===== config.mk =====
export PLATFORM = sky130hd
export DESIGN_NAME = console_seq
export DESIGN_NICKNAME = d
export VERILOG_FILES = /design/src/rtl/console_pkg.sv /design/src/rtl/console_sync.sv /design/src/rtl/console_runctl.sv /design/src/rtl/console_panel.sv /design/src/rtl/console_seq.sv
export SDC_FILE = /design/constraint.sdc
export NUM_CORES = 1
export LEC_CHECK = 0
export ABC_AREA = 1
export BUFFER_PORTS_ARGS = -buffer_cell sky130_fd_sc_hd__buf_2
export CORE_MARGIN = 3
export CORE_UTILIZATION = 52
export CTS_BUF_LIST = sky130_fd_sc_hd__clkbuf_8 sky130_fd_sc_hd__clkbuf_16
export CTS_CLUSTER_DIAMETER = 30
export CTS_CLUSTER_SIZE = 14
export DETAILED_ROUTE_END_ITERATION = 16
export GPL_ROUTABILITY_DRIVEN = 1
export PLACE_DENSITY = 0.85
export REMOVE_ABC_BUFFERS = 1
export SYNTH_ARGS = -nofsm -noshare
export SYNTH_HDL_FRONTEND = slang
export SYNTH_SLANG_ARGS = --single-unit
export TNS_END_PERCENT = 5

===== constraint.sdc =====
create_clock -name clk -period 4.2 [get_ports clk]
set_input_delay 0.42 -clock clk [delete_from_list [all_inputs] [get_ports clk]]
set_output_delay 0.42 -clock clk [all_outputs]
set_load 0.03 [all_outputs]

===== src/rtl/console_pkg.sv =====
package console_pkg;

    typedef enum logic [2:0] {
        ST_STOPPED,
        ST_RUN,
        ST_STOP_PEND,
        ST_DRAIN,
        ST_LOADPSW
    } run_state_e;

    typedef enum logic [1:0] {
        PN_IDLE,
        PN_WRITE,
        PN_READ
    } panel_state_e;

    localparam int NUM_BTN = 8;

    // Bit order matches the packing done in the top module (start is MSB).
    typedef struct packed {
        logic start;
        logic stop;
        logic sysrst;
        logic restart;
        logic chkrst;
        logic setic;
        logic store;
        logic display;
    } btn_ev_t;

    function automatic logic is_running(run_state_e s);
        return (s == ST_RUN) || (s == ST_STOP_PEND) || (s == ST_DRAIN);
    endfunction

endpackage


===== src/rtl/console_sync.sv =====
module console_sync #(
    parameter int N         = 8,
    parameter int STAGES    = 2,
    parameter bit EDGE_MODE = 1'b1
) (
    input  logic         clk,
    input  logic         rst,
    input  logic [N-1:0] raw,
    output logic [N-1:0] q
);
    localparam int LAST = STAGES;

    for (genvar i = 0; i < N; i++) begin : g_bit
        logic [LAST:0] sh;
        always_ff @(posedge clk) begin
            if (rst) sh <= '0;
            else     sh <= {sh[LAST-1:0], raw[i]};
        end
        if (EDGE_MODE) begin : g_edge
            assign q[i] = sh[LAST-1] & ~sh[LAST];
        end else begin : g_level
            assign q[i] = sh[LAST-1];
        end
    end
endmodule


===== src/rtl/console_runctl.sv =====
module console_runctl
    import console_pkg::*;
(
    input  logic clk,
    input  logic rst,
    input  logic start_p,
    input  logic stop_p,
    input  logic sysrst_p,
    input  logic restart_p,
    input  logic rate_single,
    input  logic cpu_eoi,
    input  logic cpu_wait,
    input  logic cpu_irq,
    input  logic cpu_irq_done,
    input  logic mem_ack,
    input  logic panel_busy,
    output logic run_en,
    output logic manual,
    output logic step_en,
    output logic start_fresh,
    output logic sys_reset_req,
    output logic lpsw_req
);
    run_state_e st, st_nx;
    logic       fresh_q;
    logic       hard;
    logic       start_ok;

    assign hard     = sysrst_p | restart_p;
    assign start_ok = start_p && !panel_busy && (st == ST_STOPPED);

    always_comb begin
        st_nx = st;
        if (sysrst_p) begin
            st_nx = ST_STOPPED;
        end else if (restart_p) begin
            st_nx = ST_LOADPSW;
        end else begin
            case (st)
                ST_STOPPED:   if (start_ok && !rate_single) st_nx = ST_RUN;
                ST_RUN: begin
                    if (rate_single) st_nx = ST_STOPPED;
                    else if (stop_p) st_nx = ST_STOP_PEND;
                end
                ST_STOP_PEND: begin
                    if (rate_single)             st_nx = ST_STOPPED;
                    else if (cpu_eoi || cpu_wait) st_nx = cpu_irq ? ST_DRAIN : ST_STOPPED;
                end
                ST_DRAIN: begin
                    if (rate_single)                   st_nx = ST_STOPPED;
                    else if (cpu_irq_done && !cpu_irq) st_nx = ST_STOPPED;
                end
                ST_LOADPSW:   if (mem_ack) st_nx = rate_single ? ST_STOPPED : ST_RUN;
                default:      st_nx = ST_STOPPED;
            endcase
        end
    end

    always_ff @(posedge clk) begin
        if (rst) begin
            st            <= ST_STOPPED;
            fresh_q       <= 1'b1;
            step_en       <= 1'b0;
            start_fresh   <= 1'b0;
            sys_reset_req <= 1'b0;
        end else begin
            st            <= st_nx;
            step_en       <= !hard && start_ok && rate_single;
            start_fresh   <= !hard && start_ok && fresh_q;
            sys_reset_req <= hard;
            if (sysrst_p)       fresh_q <= 1'b1;
            else if (restart_p) fresh_q <= 1'b0;
            else if (start_ok)  fresh_q <= 1'b0;
        end
    end

    assign run_en   = is_running(st);
    assign manual   = (st == ST_STOPPED);
    assign lpsw_req = (st == ST_LOADPSW);

    // no boundary and no wait state means the core keeps running
    p_stop_waits_boundary_r1: assert property (@(posedge clk) disable iff (rst)
        (st == ST_STOP_PEND && !cpu_eoi && !cpu_wait && !rate_single && !hard) |=> run_en);

    // a pending interrupt at the boundary keeps the core running
    p_irq_before_stop_r2: assert property (@(posedge clk) disable iff (rst)
        (st == ST_STOP_PEND && (cpu_eoi || cpu_wait) && cpu_irq && !rate_single && !hard) |=> run_en);

    // draining continues until the last interrupt is done
    p_drain_holds_r2: assert property (@(posedge clk) disable iff (rst)
        (st == ST_DRAIN && !(cpu_irq_done && !cpu_irq) && !rate_single && !hard) |=> run_en);

    // a step is a single-cycle pulse
    p_step_single_r3: assert property (@(posedge clk) disable iff (rst)
        step_en |=> !step_en);

    // stepping only ever happens while stopped
    p_step_stopped_r4: assert property (@(posedge clk) disable iff (rst)
        step_en |-> (manual && !run_en));

    // a reset pulse leaves the core stopped or loading the PSW
    p_reset_lands_r6: assert property (@(posedge clk) disable iff (rst)
        sys_reset_req |-> (manual || lpsw_req));
endmodule


===== src/rtl/console_panel.sv =====
module console_panel
    import console_pkg::*;
#(
    parameter int AW = 16,
    parameter int DW = 32
) (
    input  logic          clk,
    input  logic          rst,
    input  logic          hard,
    input  logic          chkrst_p,
    input  logic          setic_p,
    input  logic          store_p,
    input  logic          display_p,
    input  logic          manual,
    input  logic          loading,
    input  logic [AW-1:0] addr_keys,
    input  logic [DW-1:0] data_keys,
    input  logic          mem_ack,
    input  logic [DW-1:0] mem_rdata,
    output logic          mem_wr_req,
    output logic          mem_rd_req,
    output logic [AW-1:0] op_addr,
    output logic [DW-1:0] op_wdata,
    output logic [DW-1:0] disp_value,
    output logic          setic_load,
    output logic [AW-1:0] setic_value,
    output logic          err_clear,
    output logic          busy
);
    panel_state_e ps;
    logic         gate;

    assign busy = (ps != PN_IDLE);
    assign gate = manual && !busy;

    always_ff @(posedge clk) begin
        if (rst) begin
            ps          <= PN_IDLE;
            op_addr     <= '0;
            op_wdata    <= '0;
            disp_value  <= '0;
            setic_load  <= 1'b0;
            setic_value <= '0;
            err_clear   <= 1'b0;
        end else begin
            setic_load <= 1'b0;
            err_clear  <= 1'b0;
            if (hard) begin
                ps <= PN_IDLE;
            end else begin
                case (ps)
                    PN_IDLE: begin
                        if (gate && setic_p) begin
                            setic_load  <= 1'b1;
                            setic_value <= addr_keys;
                        end else if (gate && store_p) begin
                            ps       <= PN_WRITE;
                            op_addr  <= addr_keys;
                            op_wdata <= data_keys;
                        end else if (gate && display_p) begin
                            ps      <= PN_READ;
                            op_addr <= addr_keys;
                        end
                    end
                    PN_WRITE: if (mem_ack) ps <= PN_IDLE;
                    PN_READ: begin
                        if (mem_ack) begin
                            ps         <= PN_IDLE;
                            disp_value <= mem_rdata;
                        end
                    end
                    default: ps <= PN_IDLE;
                endcase
                if (chkrst_p && !busy && !loading) err_clear <= 1'b1;
            end
        end
    end

    assign mem_wr_req = (ps == PN_WRITE);
    assign mem_rd_req = (ps == PN_READ);

    // set-address only from the manual state
    p_setic_manual_r8: assert property (@(posedge clk) disable iff (rst)
        setic_load |-> $past(manual));

    // a store begins only from the manual state
    p_store_manual_r8: assert property (@(posedge clk) disable iff (rst)
        $rose(mem_wr_req) |-> $past(manual));

    // an open store keeps its address and data
    p_wr_hold_r12: assert property (@(posedge clk) disable iff (rst)
        (mem_wr_req && !mem_ack && !hard) |=> (mem_wr_req && $stable(op_addr) && $stable(op_wdata)));

    // the displayed value changes only on a read acknowledge
    p_disp_stable_r13: assert property (@(posedge clk) disable iff (rst)
        !(mem_rd_req && mem_ack) |=> $stable(disp_value));
endmodule


===== src/rtl/console_seq.sv =====
module console_seq
    import console_pkg::*;
#(
    parameter int AW          = 16,
    parameter int DW          = 32,
    parameter int SYNC_STAGES = 2
) (
    input  logic          clk,
    input  logic          rst,
    input  logic          rate_single,
    input  logic          btn_start,
    input  logic          btn_stop,
    input  logic          btn_sysrst,
    input  logic          btn_restart,
    input  logic          btn_chkrst,
    input  logic          btn_setic,
    input  logic          btn_store,
    input  logic          btn_display,
    input  logic [AW-1:0] addr_keys,
    input  logic [DW-1:0] data_keys,
    input  logic          cpu_eoi,
    input  logic          cpu_wait,
    input  logic          cpu_irq,
    input  logic          cpu_irq_done,
    input  logic          mem_ack,
    input  logic [DW-1:0] mem_rdata,
    output logic          run_en,
    output logic          step_en,
    output logic          manual_light,
    output logic          start_fresh,
    output logic          iar_load,
    output logic [AW-1:0] iar_value,
    output logic          mem_wr_req,
    output logic          mem_rd_req,
    output logic          lpsw_req,
    output logic [AW-1:0] mem_addr,
    output logic [DW-1:0] mem_wdata,
    output logic [DW-1:0] disp_value,
    output logic          sys_reset_req,
    output logic          err_clear
);
    logic [NUM_BTN-1:0] btn_raw, btn_rise;
    logic [0:0]         rate_q;
    btn_ev_t            ev;
    logic               panel_busy;
    logic               setic_load;
    logic [AW-1:0]      setic_value;
    logic [AW-1:0]      op_addr;

    assign btn_raw = {btn_start, btn_stop, btn_sysrst, btn_restart,
                      btn_chkrst, btn_setic, btn_store, btn_display};

    console_sync #(.N(NUM_BTN), .STAGES(SYNC_STAGES), .EDGE_MODE(1'b1)) u_btn_sync (
        .clk (clk), .rst (rst), .raw (btn_raw), .q (btn_rise)
    );

    console_sync #(.N(1), .STAGES(SYNC_STAGES), .EDGE_MODE(1'b0)) u_rate_sync (
        .clk (clk), .rst (rst), .raw (rate_single), .q (rate_q)
    );

    assign ev = btn_ev_t'(btn_rise);

    console_runctl u_runctl (
        .clk           (clk),
        .rst           (rst),
        .start_p       (ev.start),
        .stop_p        (ev.stop),
        .sysrst_p      (ev.sysrst),
        .restart_p     (ev.restart),
        .rate_single   (rate_q[0]),
        .cpu_eoi       (cpu_eoi),
        .cpu_wait      (cpu_wait),
        .cpu_irq       (cpu_irq),
        .cpu_irq_done  (cpu_irq_done),
        .mem_ack       (mem_ack),
        .panel_busy    (panel_busy),
        .run_en        (run_en),
        .manual        (manual_light),
        .step_en       (step_en),
        .start_fresh   (start_fresh),
        .sys_reset_req (sys_reset_req),
        .lpsw_req      (lpsw_req)
    );

    console_panel #(.AW(AW), .DW(DW)) u_panel (
        .clk         (clk),
        .rst         (rst),
        .hard        (ev.sysrst | ev.restart),
        .chkrst_p    (ev.chkrst),
        .setic_p     (ev.setic),
        .store_p     (ev.store),
        .display_p   (ev.display),
        .manual      (manual_light),
        .loading     (lpsw_req),
        .addr_keys   (addr_keys),
        .data_keys   (data_keys),
        .mem_ack     (mem_ack),
        .mem_rdata   (mem_rdata),
        .mem_wr_req  (mem_wr_req),
        .mem_rd_req  (mem_rd_req),
        .op_addr     (op_addr),
        .op_wdata    (mem_wdata),
        .disp_value  (disp_value),
        .setic_load  (setic_load),
        .setic_value (setic_value),
        .err_clear   (err_clear),
        .busy        (panel_busy)
    );

    assign iar_load  = setic_load | sys_reset_req;
    assign iar_value = sys_reset_req ? '0 : setic_value;
    assign mem_addr  = lpsw_req ? '0 : op_addr;

    // at most one storage-type handshake open at a time
    p_one_request_r12: assert property (@(posedge clk) disable iff (rst)
        $onehot0({mem_wr_req, mem_rd_req, lpsw_req}));

    // the PSW load always reads address zero
    p_lpsw_addr_r7: assert property (@(posedge clk) disable iff (rst)
        lpsw_req |-> (mem_addr == '0 && !manual_light));
endmodule


==> impl_metrics.csv, run 1 <==
group,metric,value,unit
routing,drtIter0Drc,183,
power_and_ir_drop,p_clk_frac,0.375,
global_routing,overflow,0,
yosys,synth_top_area_frac,0.5317,
routing,drc,0,
floorplanning,coreArea,9284,um^2
clock_network,tritoncts,"done",
global_routing,grt_pass1_wl,18.94,mm
routing,dr.pass1.iters,5,
run,maxCapViolCount,0,
clock_network,numClockSinks,133,
sta,finalHoldViolCount,0,
yosys,yosys_warnings,0,
cells_and_area,antenna_cells,0,
routing,routed_via_density,4.634,
place,routabilityCongestion,0.7891,
clock_network,clk_latency,0.51,ns
sta,rsz0062_at_grt,"no",
cells_and_area,fin_nets,940,
yosys,synthCells,653,
yosys,ys_seq_elements,133,
yosys,syn_area,5007,um^2
floorplanning,die-height,104.1,um
floorplanning,rows,35,
worst_setup_path,cp.required,4.62,ns
sta,clock_skew,0.02179,ns
cells_and_area,areaGrowthSynthToFinish,32.16,%
routing,vias,4546,
worst_setup_path,end_kind,"flip-flop",
clock_network,cts_resized,0,
worst_setup_path,timing.rr.end,"u_panel.op_wdata[23]",
min_path,hold_path_class,"input port to flip-flop",
worst_setup_path,r2r_slack,1.79,ns
power_and_ir_drop,p_switching,1.315,mW
worst_setup_path,startpoint_type,"flip-flop",
power_and_ir_drop,p_leak,3.159,nW
clock_network,root_buffer,"clkbuf_8",
place,dp_hpwl,8.080,mm
place,portBuffers,201,
yosys,ys_types,26,
clock_network,cts_made_buffers,17,
sta,fin_hold_ws,0.1059,ns
worst_setup_path,arrival,2.83,ns
clock_network,h-tree-depth,4,
global_routing,grt_max_degree,83,
sta,fin_crit_sh,0.5744,
worst_setup_path,rr_worst_depth,8,
sta,slew_viol_final,0,
clock_network,clock_path_buffers,2,
min_path,hold_end,"u_rate_sync.g_bit[0].sh[0]",
clock_network,ctsHoldBuffers,0,
sta,worstMarginPinSlew,1.085,ns
sta,tns,0,ns
worst_setup_path,setup.worst_path.class,"flip-flop to flip-flop",
sta,slew_headroom,0.2754,
min_path,holdPathStages,3,
worst_setup_path,rr_startpoint,"u_panel.ps[1]",
yosys,ys_seq_area_frac,0.5317,
yosys,yosys-top-cells-area,"dfxtp_1, nor2_1, inv_1",
sta,finalSetupViolCount,0,
sta,fin_crit,2.413,ns
power_and_ir_drop,p_int,2.700,mW
power_and_ir_drop,seq_power_share,0.373,
cells_and_area,layout_common_cells,"buf_2, nor2_1, dfxtp_1",
cells_and_area,final_common_cell,"buf_2",
floorplanning,io_pins,202,
power_and_ir_drop,vdd_drop_max,0.3252,mV
floorplanning,die_w,104.1,um
clock_network,cts_setup_buffers,0,
global_routing,antenna_found_initial,0,
yosys,avgSynthCellArea,7.668,um^2
worst_setup_path,crit_fanout,33,
routing,wl,11.65,mm
clock_network,path_clk_slew,0.06,ns
power_and_ir_drop,pwr-share-comb,0.253,
routing,drt.antenna.violating_nets,0,
sta,fmax,414.5,MHz
power_and_ir_drop,switching_share,0.3275,
power_and_ir_drop,pwr_density_cell,606.6,nW/um^2
global_routing,grt_use_total,0.2143,
routing,wl_per_cell,11.88,um
run_status,outcome,"finished clean",
floorplanning,initial_core_util,0.5394,
global_routing,grt_pass1_vias,4227,
yosys,synth_top_area_cell,"dfxtp_1",
min_path,hold_start,"rate_single",
cells_and_area,drive_gt1_frac,0.3075,
floorplanning,die-area,10840,um^2
[cells in the mapped netlist, drive strengths merged]
cell type and n:
nor2 178, dfxtp 133, inv 111, o21ai 99, a21oi 56, nand2 26
clkbuf 19, buf 14, nand3 9, ha 3, or2 3, a31o 1
nor3 1
[cell families after synthesis]
kind of cell               after synthesis  share of synthesized area
AOI/OAI and AO/OA                      156                     0.1574
adders and majority gates                3                   0.007497
buffers and inverters                  144                     0.1197
DFF                                    133                     0.5317
and+or+nand+nor                        217                     0.1837
[cell type report]
| class | count | area (um^2) |
|---|---|---|
| fillers | 794 | 2666 |
| flip-flops and latches | 133 | 2663 |
| multi-input cells | 376 | 1750 |
| repair buffers | 202 | 1013 |
| clock buffers | 18 | 427.9 |
| inverters | 111 | 421.7 |
| clock inverters | 12 | 180.2 |
| well taps | 129 | 161.4 |
[through the flow]
step | power [mW] | utilization | cells | area [um^2] | setup WS [ns]
2_1_floorplan | 2.248 | - | 620 | 4830 | 1.827
6_report | 4.014 | 0.7128 | 981 | 6618 | 1.787
5_1_grt | 4.223 | 0.7128 | 981 | 6618 | 1.558
3_3_place_gp | 2.516 | 0.6473 | 951 | 6010 | 1.917
3_5_place_dp | 2.535 | 0.6473 | 951 | 6010 | 1.847
4_1_cts | 4.041 | 0.7128 | 981 | 6618 | 1.822
[metal layers]
layer  GRT usage  wire (um)
met3     0.06580        825
met4     0.08452        190
met5           0          0
met2      0.3760       5664
met1      0.2430       4972
[worst max-delay path by stage]
stage	startpoint	to	slack (ns)	cells after the start
after global placement	u_panel.ps[0]	u_panel.op_wdata[29]	1.92	8
after CTS	u_panel.ps[0]	u_panel.op_wdata[23]	1.82	8
after detailed placement	u_panel.ps[1]	u_panel.op_wdata[26]	1.85	8
final	u_panel.ps[1]	u_panel.op_wdata[23]	1.79	8
after floorplan	u_panel.ps[0]	u_panel.disp_value[0]	1.83	5
after global routing	u_panel.ps[1]	u_panel.op_wdata[20]	1.56	8
[worst max-delay path, cell delays in order, from the launching register on]
cell     delay, ns
dfxtp_1       0.33
inv_1         0.10
ha_1          0.26
nand3_4       0.14
nor2_4        0.11
nand3_2       0.50
inv_2         0.66
nor2_1        0.08
nor2_1        0.13
[sequential cells by signal, indices dropped and copies added (netlist names), 2 cells and up]
register / count
u_panel.ps: 2
u_btn_sync.g_bit.sh: 24
u_panel.op_wdata: 32
u_panel.op_addr: 16
u_panel.setic_value: 16
u_runctl.st: 3
u_panel.disp_value: 32
u_rate_sync.g_bit.sh: 2
[power by group through the flow]
| stage | clock (mW) | sequential, mW | combinational [mW] |
|---|---|---|---|
| floorplan | 0 | 1.65 | 0.595 |
| global placement | 0 | 1.51 | 1.00 |
| detailed placement | 0 | 1.52 | 1.02 |
| CTS | 1.53 | 1.49 | 1.02 |
| global route | 1.59 | 1.51 | 1.12 |
| finish | 1.50 | 1.50 | 1.01 |
Note: power is estimated with default switching activity, not from simulation.
==> run 2, diff against run 1 <==
Settings changed: CORE_UTILIZATION 52 to 43, PLACE_DENSITY 0.85 to 0.75.
Clock period 4.2 ns to 2 ns, I/O delays scaled along.
==> impl_metrics.csv, run 2 (synthesis results as in run 1) <==
group,metric,value,unit
floorplanning,die-area,12980,um^2
worst_setup_path,cpMostUsedCell,"nor2_4",
global_routing,grt_most_used_layer,"met2",
worst_setup_path,path_cells,"nor2_4 -> inv_1 -> nor2_4 -> buf_4 -> nor2_1 -> buf_2",
global_routing,antenna_found_initial,0,
min_path,hold_end,"u_panel.op_wdata[19]",
clock_network,numClockSinks,133,
sta,worstMarginPinSlew,0.6201,ns
place,dp_slack,0.2527,ns
sta,slew_viol_final,0,
clock_network,clock_path_buffers,2,
global_routing,grt_use_total,0.1853,
floorplanning,die_w,113.9,um
routing,drt.antenna.violating_nets,0,
power_and_ir_drop,vdd_drop_max,0.8513,mV
global_routing,grt_pass1_wl,19.32,mm
sta,finalHoldViolCount,0,
cells_and_area,num-fill-cells,1021,
global_routing,grt_util_met1,0.2371,
floorplanning,rows,38,
run_status,outcome,"finished clean",
cells_and_area,final_common_cell,"buf_2",
floorplanning,io_pins,202,
cells_and_area,areaGrowthSynthToFinish,37.66,%
global_routing,use_met2,0.2968,
min_path,holdPathStages,3,
routing,dr.pass1.iters,5,
worst_setup_path,rr_worst_depth,8,
sta,fin_hold_ws,0.02956,ns
sta,setup_slack,0.1486,ns
routing,drtIter0Drc,410,
clock_network,tritoncts,"done",
clock_network,root_buffer,"clkbuf_16",
clock_network,clk_latency,0.41,ns
cells_and_area,final_core_util,0.6195,
cells_and_area,ff_latch_area,2663,um^2
power_and_ir_drop,p_leak,3.296,nW
sta,tns,0,ns
clock_network,path_clk_slew,0.06,ns
worst_setup_path,cp.required,1.80,ns
sta,fin_crit_sh,0.9257,
sta,fin_crit,1.851,ns
sta,finalSetupViolCount,0,
sta,clock_skew,0.006520,ns
min_path,hold_path_class,"input port to flip-flop",
place,portBuffers,201,
worst_setup_path,startpoint_type,"flip-flop",
min_path,hold_start,"data_keys[19]",
routing,routed_via_density,4.524,
worst_setup_path,arrival,1.65,ns
floorplanning,initial_core_util,0.4501,
worst_setup_path,crit_fanout,7,
global_routing,grt_max_degree,65,
cells_and_area,multi_input_area,1755,um^2
global_routing,grt_pass1_vias,4097,
worst_setup_path,slowest_delay,0.36,ns
worst_setup_path,cpMaxStageDelayCell,"dfxtp_1",
routing,drc,0,
cells_and_area,antenna_cells,0,
sta,rsz0062_at_grt,"no",
power_and_ir_drop,p_total,8.863,mW
global_routing,use_met3,0.05942,
clock_network,cts_made_buffers,17,
place,dp_hpwl,8.146,mm
worst_setup_path,rr_startpoint,"u_panel.ps[1]",
routing,wl,11.99,mm
cells_and_area,layout_common_cells,"buf_2, nor2_1, dfxtp_1",
worst_setup_path,end_kind,"output port",
cells_and_area,fin_nets,958,
routing,wl_per_cell,11.85,um
cells_and_area,drive_gt1_frac,0.3108,
worst_setup_path,r2r_slack,0.29,ns
place,routabilityCongestion,0.8007,
run,maxCapViolCount,0,
sta,fmax,540.1,MHz
routing,vias,4578,
worst_setup_path,setup.worst_path.class,"flip-flop to output port",
sta,slew_headroom,0.5860,
floorplanning,die-height,113.9,um
global_routing,overflow,0,
clock_network,h-tree-depth,4,
cells_and_area,top_regs,"u_panel.disp_value x32, u_panel.op_wdata x32, u_btn_sync.g_bit.sh x24",
floorplanning,coreArea,11130,um^2
worst_setup_path,timing.rr.end,"u_panel.op_wdata[16]",
power_and_ir_drop,pwr_density_cell,1286,nW/um^2
run 2: cell count changes in the layout (fill, tap and decap cells not counted), sizes merged:
cell	previous run	this run
buf	202	211
bufinv	4	6
dlygate4sd3	0	9
clkinv	5	2
clkbuf	18	19
inv	112	114
run 2: layout make-up:
| class | instances | share of cell area |
|---|---|---|
| Clock inverter | 13 | 0.03322 |
| Inverter | 111 | 0.06117 |
| Tap cell | 140 | 0.02541 |
| Sequential cell | 133 | 0.3863 |
| Timing Repair Buffer | 220 | 0.1735 |
| Clock buffer | 19 | 0.06571 |
| Multi-Input combinational cell | 376 | 0.2547 |
run 2: where the power goes:
part / leakage [nW] / total, mW / switching, mW / internal [mW]
sequential: 1.08 / 3.14 / 0.169 / 2.97
combinational: 1.88 / 2.20 / 1.50 / 0.693
clock: 0.332 / 3.53 / 1.13 / 2.40
total: 3.30 / 8.86 / 2.80 / 6.06
run 2: what timing repair did:
| action | in CTS | in global routing |
|---|---|---|
| gates resized for setup | 0 | 1 |
| setup endpoints to repair | 1 | 3 |
| buffers inserted | 3 | 0 |
| pin swaps | 1 | 0 |
| hold buffers | 9 | 0 |
| endpoints found under the hold margin | 9 | 0 |
run 2: stage by stage:
step | cell area, um^2 | cells
floorplan | 4830 | 620
global placement | 6093 | 968
detailed placement | 6093 | 968
CTS | 6888 | 1012
global route | 6893 | 1012
finish | 6893 | 1012
run 2: worst max-delay path by stage:
stage / startpoint / endpoint / depth (start not counted)
floorplan: u_panel.ps[0] / u_panel.disp_value[0] / 5
global placement: u_panel.ps[0] / u_panel.setic_value[12] / 7
detailed placement: u_panel.ps[1] / u_panel.setic_value[5] / 7
CTS: u_runctl.st[1] / mem_addr[15] / 6
global route: u_runctl.st[1] / mem_addr[4] / 6
finish: u_runctl.st[1] / mem_addr[3] / 6
run 2: layer usage:
metal | up-vias | routed length, um | part of all wire
met5 | - | 0 | 0
met4 | 0 | 142 | 0.012
met3 | 15 | 993 | 0.083
met2 | 160 | 5454 | 0.45
met1 | 1981 | 5400 | 0.45
li1 | 2422 | - | -
run 2: worst max-delay path, delay by kind of cell (launching register included):
| family | cells | cell delay [ns] |
|---|---|---|
| buf+inv | 3 | 0.45 |
| simple gates | 3 | 0.43 |
| flops | 1 | 0.36 |
==> run 3, diff against run 2 <==
Settings changed: CTS_BUF_LIST sky130_fd_sc_hd__clkbuf_8 sky130_fd_sc_hd__clkbuf_16 to unset.
Clock period 2 ns to 1.6 ns, I/O delays scaled along.
==> impl_metrics.csv, run 3 (synthesis results as in run 1) <==
group,metric,value,unit
run_status,outcome,"finished clean",
worst_setup_path,timing.rr.end,"u_panel.op_wdata[0]",
routing,drc,0,
clock_network,root_buffer,"clkbuf_16",
floorplanning,rows,38,
routing,wl,13.12,mm
routing,vias,4724,
sta,slew_headroom,0.7512,
power_and_ir_drop,vdd_drop_max,0.9560,mV
cells_and_area,areaGrowthSynthToFinish,45.10,%
global_routing,use_met2,0.3475,
worst_setup_path,setup.worst_path.class,"flip-flop to output port",
routing,routed_via_density,4.529,
worst_setup_path,r2r_slack,0.06,ns
global_routing,grt_max_degree,98,
cells_and_area,num-fill-cells,952,
min_path,hold_start,"addr_keys[15]",
routing,drtIter0Drc,455,
run,maxCapViolCount,0,
global_routing,grt_use_total,0.2005,
global_routing,grt_pass1_wl,20.87,mm
global_routing,grt_util_met1,0.2378,
clock_network,numClockSinks,133,
routing,dr.pass1.iters,4,
worst_setup_path,crit_fanout,18,
cells_and_area,final_common_cell,"buf_2",
sta,fin_crit,1.584,ns
place,dp_hpwl,8.326,mm
floorplanning,io_pins,202,
floorplanning,die-height,113.9,um
floorplanning,die_w,113.9,um
global_routing,grt_most_used_layer,"met2",
cells_and_area,antenna_cells,0,
sta,setup_slack,0.01560,ns
sta,fmax,631.2,MHz
clock_network,clk_latency,0.40,ns
floorplanning,die-area,12980,um^2
sta,finalSetupViolCount,0,
clock_network,clock_path_buffers,2,
clock_network,path_clk_slew,0.06,ns
place,dp_slack,-0.01150,ns
routing,wl_per_cell,12.58,um
worst_setup_path,rr_startpoint,"u_runctl.st[0]",
power_and_ir_drop,pwr_density_cell,1527,nW/um^2
sta,clock_skew,0.009371,ns
cells_and_area,layout_common_cells,"buf_2, nor2_1, dfxtp_1",
cells_and_area,final_cells,1043,
routing,drt.antenna.violating_nets,0,
place,portBuffers,201,
min_path,hold_path_class,"input port to flip-flop",
worst_setup_path,arrival,1.42,ns
power_and_ir_drop,p_leak,3.429,nW
clock_network,cts_made_buffers,17,
min_path,holdPathStages,3,
sta,worstMarginPinSlew,0.3718,ns
worst_setup_path,rr_worst_depth,8,
worst_setup_path,cp.required,1.44,ns
sta,tns,0,ns
worst_setup_path,end_kind,"output port",
global_routing,overflow,0,
clock_network,h-tree-depth,4,
sta,fin_crit_sh,0.9903,
min_path,hold_end,"u_panel.op_addr[15]",
global_routing,grt_pass1_vias,4423,
cells_and_area,final_core_util,0.6531,
cells_and_area,drive_gt1_frac,0.3212,
clock_network,tritoncts,"done",
floorplanning,initial_core_util,0.4501,
sta,rsz0062_at_grt,"yes",
sta,finalHoldViolCount,0,
cells_and_area,fin_nets,989,
place,routabilityCongestion,0.8178,
place,numPlacedInstances,971,
global_routing,antenna_found_initial,0,
cells_and_area,top_regs,"u_panel.disp_value x32, u_panel.op_wdata x32, u_btn_sync.g_bit.sh x24",
global_routing,use_met3,0.05199,
sta,slew_viol_final,0,
floorplanning,coreArea,11130,um^2
worst_setup_path,startpoint_type,"flip-flop",
[run 3: per-layer routing]
layer  wire [um]  vias to the layer above
met3         824                       10
li1            -                     2490
met1        5663                     2067
met2        6482                      157
met5           0                        -
met4         146                        0
[run 3: power breakdown]
group          internal, mW  total [mW]  switching (mW)
clock                  2.67        4.14            1.47
sequential             3.71        3.93           0.216
combinational          1.08        3.02            1.94
[run 3: stage by stage]
step	hold slack, ns	power, mW	cell area (um^2)
final	0.01286	11.10	7266
after global routing	0.01112	11.66	7266
after CTS	0.001904	11.06	7171
after detailed placement	0.3646	6.752	6166
after global placement	0.3614	6.714	6166
after floorplan	0.2312	5.900	4830
[run 3: repair_timing]
item                                    4_1_cts  5_1_grt
endpoints found under the setup margin       19       71
pin swaps                                     1        3
gates resized for setup                       9       16
hold endpoints to repair                     34        0
hold buffers                                 34        0
buffers inserted                              1        5
[run 3: worst max-delay path by stage]
stage | startpoint | endpoint
6_report | u_runctl.st[0] | mem_addr[2]
5_1_grt | u_runctl.st[0] | mem_addr[0]
4_1_cts | u_runctl.st[0] | mem_addr[15]
3_5_place_dp | u_panel.ps[1] | u_panel.op_addr[8]
3_3_place_gp | u_panel.ps[0] | u_panel.op_addr[8]
2_1_floorplan | u_panel.ps[0] | u_panel.disp_value[0]
[run 3: critical path: stages (launching register included)]
cell	delay [ns]
dfxtp_2	0.34
nor2_4	0.11
inv_1	0.07
nor2_4	0.11
buf_12	0.16
nor2_1	0.06
buf_4	0.17
[run 3: cell type report]
class	instances	area (um^2)	area share
Clock inverter	14	198.9	0.02738
Sequential cell	133	2669	0.3673
Clock buffer	18	439.2	0.06044
Timing Repair Buffer	251	1584	0.2180
Inverter	111	429.2	0.05907
Multi-Input combinational cell	376	1770	0.2437
Tap cell	140	175.2	0.02411
